$ cat src/rtl/hub_pkg.sv
package hub_pkg;

  // Width of an index able to address n items (at least one bit).
  function automatic int idx_w(input int n);
    return (n > 1) ? $clog2(n) : 1;
  endfunction

endpackage

$ cat src/rtl/hub_rr_arbiter.sv
module hub_rr_arbiter #(
  parameter  int N  = 5,
  localparam int IW = hub_pkg::idx_w(N)
) (
  input  logic          clk,
  input  logic          rst,
  input  logic [N-1:0]  req,
  input  logic          advance,
  output logic [N-1:0]  grant,
  output logic [IW-1:0] grant_idx,
  output logic          any_req
);

  logic [IW-1:0] last_q;
  int            scan;
  logic          found;

  // Scan upward from the client after the last winner, wrapping once.
  always_comb begin
    grant     = '0;
    grant_idx = '0;
    found     = 1'b0;
    scan      = 0;
    for (int k = 1; k <= N; k++) begin
      scan = int'(last_q) + k;
      if (scan >= N) scan = scan - N;
      if (!found && req[scan[IW-1:0]]) begin
        found                = 1'b1;
        grant[scan[IW-1:0]]  = 1'b1;
        grant_idx            = scan[IW-1:0];
      end
    end
  end

  assign any_req = |req;

  always_ff @(posedge clk) begin
    if (rst)                     last_q <= IW'(N - 1);
    else if (advance && any_req) last_q <= grant_idx;
  end

endmodule

$ cat src/rtl/hub_req_merge.sv
module hub_req_merge #(
  parameter  int N  = 5,
  parameter  int DW = 16,
  localparam int IW = hub_pkg::idx_w(N)
) (
  input  logic            clk,
  input  logic            rst,
  input  logic [N-1:0]    cli_req_valid,
  output logic [N-1:0]    cli_req_ready,
  input  logic [N*DW-1:0] cli_req_data,
  output logic            srv_req_valid,
  input  logic            srv_req_ready,
  output logic [DW-1:0]   srv_req_data,
  output logic [IW-1:0]   srv_req_id
);

  logic          load;
  logic          any;
  logic [N-1:0]  grant;
  logic [IW-1:0] gidx;

  // The output register may take a new entry when empty or draining.
  assign load = !srv_req_valid || srv_req_ready;

  hub_rr_arbiter #(.N(N)) u_arb (
    .clk       (clk),
    .rst       (rst),
    .req       (cli_req_valid),
    .advance   (load),
    .grant     (grant),
    .grant_idx (gidx),
    .any_req   (any)
  );

  assign cli_req_ready = grant & {N{load}};

  always_ff @(posedge clk) begin
    if (rst)       srv_req_valid <= 1'b0;
    else if (load) srv_req_valid <= any;
  end

  always_ff @(posedge clk) begin
    if (load && any) begin
      srv_req_data <= cli_req_data[int'(gidx)*DW +: DW];
      srv_req_id   <= gidx;
    end
  end

  // a stalled request is held unchanged
  a_r3_hold: assert property (@(posedge clk) disable iff (rst)
    (srv_req_valid && !srv_req_ready) |=>
      (srv_req_valid && $stable(srv_req_data) && $stable(srv_req_id)));

  // at most one client taken, and only one that asked
  a_r2_single_grant: assert property (@(posedge clk) disable iff (rst)
    $onehot0(cli_req_ready) && ((cli_req_ready & ~cli_req_valid) == '0));

  // the tag on a merged request names an existing client
  a_r1_id_range: assert property (@(posedge clk) disable iff (rst)
    srv_req_valid |-> (int'(srv_req_id) < N));

endmodule

$ cat src/rtl/hub_rsp_fifo.sv
module hub_rsp_fifo #(
  parameter  int DW    = 16,
  parameter  int DEPTH = 4,
  localparam int AW    = hub_pkg::idx_w(DEPTH)
) (
  input  logic          clk,
  input  logic          rst,
  input  logic          wr_en,
  input  logic [DW-1:0] wr_data,
  output logic          full,
  input  logic          rd_en,
  output logic [DW-1:0] rd_data,
  output logic          empty
);

  logic [DW-1:0] mem [DEPTH];
  logic [AW-1:0] wp, rp;
  logic [AW:0]   cnt;

  function automatic logic [AW-1:0] bump(input logic [AW-1:0] p);
    return (p == AW'(DEPTH - 1)) ? '0 : p + 1'b1;
  endfunction

  assign full    = (cnt == (AW+1)'(DEPTH));
  assign empty   = (cnt == '0);
  assign rd_data = mem[rp];

  always_ff @(posedge clk) begin
    if (wr_en) mem[wp] <= wr_data;
  end

  always_ff @(posedge clk) begin
    if (rst) begin
      wp  <= '0;
      rp  <= '0;
      cnt <= '0;
    end else begin
      if (wr_en) wp <= bump(wp);
      if (rd_en) rp <= bump(rp);
      case ({wr_en, rd_en})
        2'b10:   cnt <= cnt + 1'b1;
        2'b01:   cnt <= cnt - 1'b1;
        default: cnt <= cnt;
      endcase
    end
  end

  // the router never writes a full queue
  a_r6_no_overflow: assert property (@(posedge clk) disable iff (rst)
    !(wr_en && full));

  // a client never pops an empty queue
  a_r6_no_underflow: assert property (@(posedge clk) disable iff (rst)
    !(rd_en && empty));

endmodule

$ cat src/rtl/hub_server_router.sv
module hub_server_router #(
  parameter  int N_CLIENTS = 5,
  parameter  int DW        = 16,
  parameter  int RSP_DEPTH = 4,
  localparam int ID_W      = hub_pkg::idx_w(N_CLIENTS)
) (
  input  logic                    clk,
  input  logic                    rst,
  input  logic [N_CLIENTS-1:0]    cli_req_valid,
  output logic [N_CLIENTS-1:0]    cli_req_ready,
  input  logic [N_CLIENTS*DW-1:0] cli_req_data,
  output logic                    srv_req_valid,
  input  logic                    srv_req_ready,
  output logic [DW-1:0]           srv_req_data,
  output logic [ID_W-1:0]         srv_req_id,
  input  logic                    srv_rsp_valid,
  output logic                    srv_rsp_ready,
  input  logic [DW-1:0]           srv_rsp_data,
  input  logic [ID_W-1:0]         srv_rsp_id,
  output logic [N_CLIENTS-1:0]    cli_rsp_valid,
  input  logic [N_CLIENTS-1:0]    cli_rsp_ready,
  output logic [N_CLIENTS*DW-1:0] cli_rsp_data,
  output logic                    bad_id_err
);

  logic [N_CLIENTS-1:0] q_full, q_empty, q_wr, q_rd;
  logic                 id_ok;
  logic                 dest_full;

  // Request direction: tagged many-to-one merge.
  hub_req_merge #(.N(N_CLIENTS), .DW(DW)) u_merge (
    .clk           (clk),
    .rst           (rst),
    .cli_req_valid (cli_req_valid),
    .cli_req_ready (cli_req_ready),
    .cli_req_data  (cli_req_data),
    .srv_req_valid (srv_req_valid),
    .srv_req_ready (srv_req_ready),
    .srv_req_data  (srv_req_data),
    .srv_req_id    (srv_req_id)
  );

  // Response direction: strip the tag and steer into per-client queues.
  assign id_ok = int'(srv_rsp_id) < N_CLIENTS;

  always_comb begin
    dest_full = 1'b0;
    for (int i = 0; i < N_CLIENTS; i++) begin
      if (srv_rsp_id == ID_W'(i)) dest_full = q_full[i];
    end
  end

  assign srv_rsp_ready = !id_ok || !dest_full;

  for (genvar g = 0; g < N_CLIENTS; g++) begin : g_client
    assign q_wr[g]          = srv_rsp_valid && (srv_rsp_id == ID_W'(g)) && !q_full[g];
    assign q_rd[g]          = cli_rsp_valid[g] && cli_rsp_ready[g];
    assign cli_rsp_valid[g] = !q_empty[g];

    hub_rsp_fifo #(.DW(DW), .DEPTH(RSP_DEPTH)) u_q (
      .clk     (clk),
      .rst     (rst),
      .wr_en   (q_wr[g]),
      .wr_data (srv_rsp_data),
      .full    (q_full[g]),
      .rd_en   (q_rd[g]),
      .rd_data (cli_rsp_data[g*DW +: DW]),
      .empty   (q_empty[g])
    );
  end

  always_ff @(posedge clk) begin
    if (rst)                          bad_id_err <= 1'b0;
    else if (srv_rsp_valid && !id_ok) bad_id_err <= 1'b1;
  end

  // the error flag never clears outside reset
  a_r7_sticky: assert property (@(posedge clk) disable iff (rst)
    bad_id_err |=> bad_id_err);

  // an unroutable response is always consumed and flagged
  a_r7_flag_set: assert property (@(posedge clk) disable iff (rst)
    (srv_rsp_valid && !id_ok) |-> (srv_rsp_ready ##1 bad_id_err));

  // a routable response is written to at most one queue
  a_r4_one_dest: assert property (@(posedge clk) disable iff (rst)
    $onehot0(q_wr));

endmodule

$ cat config.mk
export PLATFORM = sky130hd
export DESIGN_NAME = hub_server_router
export DESIGN_NICKNAME = d
export VERILOG_FILES = /design/src/rtl/hub_pkg.sv /design/src/rtl/hub_rr_arbiter.sv /design/src/rtl/hub_req_merge.sv /design/src/rtl/hub_rsp_fifo.sv /design/src/rtl/hub_server_router.sv
export SDC_FILE = /design/constraint.sdc
export NUM_CORES = 1
export LEC_CHECK = 0
export ABC_CLOCK_PERIOD_IN_PS = 5000
export BUFFER_PORTS_ARGS = -buffer_cell sky130_fd_sc_hd__clkbuf_2
export CAP_MARGIN = 0
export CORE_UTILIZATION = 50
export DETAILED_ROUTE_END_ITERATION = 10
export PLACE_DENSITY = 0.71
export REMOVE_ABC_BUFFERS = 1
export SLEW_MARGIN = 20
export SYNTH_ARGS = -nofsm -noshare
export SYNTH_HDL_FRONTEND = slang
export SYNTH_HIERARCHICAL = 1
export SYNTH_SLANG_ARGS = --single-unit
$ cat constraint.sdc
create_clock -name clk -period 5 [get_ports clk]
set_input_delay 0.5 -clock clk [delete_from_list [all_inputs] [get_ports clk]]
set_output_delay 0.5 -clock clk [all_outputs]
set_load 0.02 [all_outputs]
==> results.sh <==
export IMPL_status="completed"
export IMPL_dieHeight_um=187
export IMPL_max_slew_margin=0.309
export IMPL_p_leak_nw=7.06
export IMPL_arrival_ns=4.95
export IMPL_skew_ns=0.0216
export IMPL_cp_cell_sequence="inv_1, ha_1, ha_1, a2111oi_0, o21bai_2, mux2i_1, a21oi_2, nor4_4, nand2_1, a21boi_2, buf_12, mux2_2, a221o_1"
export IMPL_holdPathEnd="u_merge/srv_req_data[14]"
export IMPL_worstSetupEndpointType="flop"
export IMPL_synth_edf_count=339
export IMPL_cellPowerDensity_nw_per_um2=575
export IMPL_cts_root_buffer="clkbuf_16"
export IMPL_synth_area_um2=17000
export IMPL_fill_cells=2513
export IMPL_globalplace_congestion=0.870
export IMPL_nets=1402
export IMPL_grt_use_total=0.211
export IMPL_r2r_cells=13
export IMPL_grt_overflow=0
export IMPL_setup_viol=0
export IMPL_ir_worst_vdd_mv=1.50
export IMPL_antenna_found_initial=2
export IMPL_startpoint_type="flop"
export IMPL_syn_inst=1010
export IMPL_period_needed_ns=4.68
export IMPL_ys_warn_count=6
export IMPL_path_clk_slew_ns=0.06
export IMPL_maxCapViolCount=0
export IMPL_start_util=0.508
export IMPL_vias_per_cell=5.70
export IMPL_hold_depth=2
export IMPL_cts_inserted_buffers=40
export IMPL_r2r_setup_slack_ns=0.32
export IMPL_drcViolationCount=0
export IMPL_reg2reg_from="u_merge/u_arb/last_q[1]"
export IMPL_fin_crit_sh=0.936
export IMPL_crit_slowest_cell="a21boi_2"
export IMPL_drt_iter0_drc=664
export IMPL_hp_start="cli_req_data[46]"
export IMPL_grt_setup_unrepaired="no"
export IMPL_areaGrowthSynthToFinish_pct=15.9
export IMPL_coreArea_um2=33500
export IMPL_dp_hpwl_um=24400
export IMPL_die_area_um2=34800
export IMPL_worstSkewPairLatency_ns=0.54
export IMPL_fmax_ghz=0.214
export IMPL_hold_path_class="primary input to flop"
export IMPL_async_reset_ff_frac=0
export IMPL_cts_buffer_depth=3
export IMPL_cp_max_fo=15
export IMPL_avgSynthCellArea_um2=16.9
export IMPL_grt_max_degree=42
export IMPL_routed_wl_um=37000
export IMPL_ioPinCount=225
export IMPL_max_stage_delay_ns=0.49
export IMPL_synth_distinct_cells=84
export IMPL_synth_seq_cells=389
export IMPL_worstSetupPathType="flop to flop"
export IMPL_first_pass_iters=5
export IMPL_cp_data_required_time_ns=5.27
export IMPL_antenna_left=0
export IMPL_fp_row_count=67
export IMPL_cts_tree="yes"
export IMPL_htreeDepth=2
export IMPL_grt_pass1_wl_um=55900
export IMPL_via_count=9816
export IMPL_portBuffers=224
export IMPL_multiInputGateArea_um2=5330
export IMPL_register_area_um2=11200
export IMPL_wire_per_inst_um=21.5
export IMPL_reg2reg_to="u_merge/srv_req_data[3]"
export IMPL_hold_slack_ns=0.247
export IMPL_drive_gt1_frac=0.302
export IMPL_grt_pass1_vias=9820
export IMPL_ys_flop_type="edfxtp_1"
export IMPL_die_w_um=187
export IMPL_tightest_slew_ns=1.04
export IMPL_hold_viol=0
export IMPL_critPathMostFrequentCell="ha_1"
export IMPL_slew_violations=0
export IMPL_clock_sinks=389
export IMPL_cts_hold_buffers=0
export IMPL_yosysSeqAreaShare=0.656
export IMPL_fin_tns_setup_ns=0
## cell usage after synthesis (12+ instances only)
| cell type | number | area share |
|---|---|---|
| edfxtp_1 | 339 | 0.60 |
| nor2_1 | 67 | 0.015 |
| dfxtp_1 | 50 | 0.059 |
| mux4_2 | 50 | 0.066 |
| inv_1 | 49 | 0.011 |
| ha_1 | 40 | 0.029 |
| mux2i_1 | 33 | 0.019 |
| a21oi_1 | 31 | 0.0091 |
| mux4_1 | 30 | 0.046 |
| and2_1 | 29 | 0.011 |
| nor3_1 | 18 | 0.0053 |
| buf_2 | 16 | 0.0047 |
| a221o_1 | 14 | 0.0082 |
| nand2_1 | 14 | 0.0031 |
| nor3b_1 | 14 | 0.0062 |
| o21ai_0 | 14 | 0.0041 |
| nor2b_1 | 12 | 0.0044 |
## through the flow
step | utilization | area, um2 | total power, mW | cells | setup slack (ns)
final | 0.589 | 19800 | 11.4 | 1723 | 0.321
after global routing | 0.589 | 19800 | 11.9 | 1722 | 0.0282
after CTS | 0.589 | 19700 | 11.4 | 1722 | 0.0501
after detailed placement | 0.550 | 18400 | 8.49 | 1649 | 0.0848
after global placement | 0.550 | 18400 | 8.43 | 1649 | 0.186
after floorplan | - | 16700 | 7.25 | 970 | -0.323
## power by group
part	internal, mW	total, mW	switching [mW]
Combinational	1.91	4.49	2.57
Clock	1.67	2.89	1.22
Sequential	3.84	3.99	0.141
## cells in the final DEF, fill, tap and decap left out, types with 30 or more instances in the layout
cell and count:
a21oi_1 31, clkbuf_16 40, clkbuf_2 224, dfxtp_1 48, edfxtp_1 339, ha_1 40
inv_1 49, mux2i_1 33, mux4_1 30, mux4_2 50, nor2_1 67
## logic make-up (layout without fill, tap and decap cells)
group | after synthesis | count (layout) | share of synthesized area
and+or+nand+nor | 220 | 220 | 0.0740
xor gates and xnor gates | 14 | 14 | 0.00719
muxes | 130 | 130 | 0.144
adders and majority gates | 46 | 46 | 0.0364
buffers and inverters | 92 | 356 | 0.0319
other | 0 | 1 | 0
DFF | 389 | 389 | 0.656
AOI/OAI and AO/OA | 119 | 119 | 0.0504
## critical path: cells and delay by family, from the launching register on
kind / cells / cell delay, ns
AO/OA/AOI/OAI: 5 / 1.67
adder cells (fa/ha/maj): 2 / 0.68
AND/OR/NAND/NOR: 2 / 0.48
flip-flops: 1 / 0.46
multiplexers: 2 / 0.72
buffers and inverters: 2 / 0.41
## per-layer routing
| metal | vias up | wire length (um) | GRT usage |
|---|---|---|---|
| li1 | 4445 | - | - |
| met1 | 4941 | 14900 | 0.270 |
| met2 | 380 | 18800 | 0.369 |
| met3 | 48 | 2600 | 0.0427 |
| met4 | 2 | 664 | 0.0552 |
| met5 | - | 12 | 0 |
## sequential cells by signal, summed over array words and instances (netlist names), named ones only
| name | cells |
|---|---|
| u_merge/srv_req_data | 16 |
| g_client.u_q/wp | 10 |
| g_client.u_q/mem | 320 |
| u_merge/u_arb/last_q | 3 |
| g_client.u_q/rp | 10 |
| g_client.u_q/cnt | 15 |
| bad_id_err | 1 |
| u_merge/srv_req_valid | 1 |
| u_merge/srv_req_id | 3 |
## what timing repair did
action                                  in CTS  in global routing
setup buffers                                0                  0
gates resized for setup                      0                  3
endpoints found under the setup margin       0                 21
## worst max-delay path by stage
stage | start | endpoint | slack [ns] | cells past startpoint
after CTS | u_merge/u_arb/last_q[1] | cli_req_ready[1] | 0.05 | 13
after detailed placement | u_merge/u_arb/last_q[1] | u_merge/srv_req_data[13] | 0.08 | 14
after global placement | u_merge/u_arb/last_q[1] | u_merge/srv_req_data[13] | 0.19 | 14
after global routing | u_merge/u_arb/last_q[1] | cli_req_ready[1] | 0.03 | 13
final | u_merge/u_arb/last_q[1] | u_merge/srv_req_data[3] | 0.32 | 13
after floorplan | u_merge/u_arb/last_q[0] | u_merge/srv_req_data[14] | -0.32 | 15
## area by class of cell
class                           count  area share
Antenna cell                        1    0.000127
Multi-Input combinational cell    529       0.270
Clock inverter                     21      0.0101
Sequential cell                   389       0.566
Tap cell                          448      0.0284
Inverter                           52     0.00988
Timing Repair Buffer              231      0.0600
Clock buffer                       52      0.0555
Note: power is estimated with default switching activity, not from simulation.
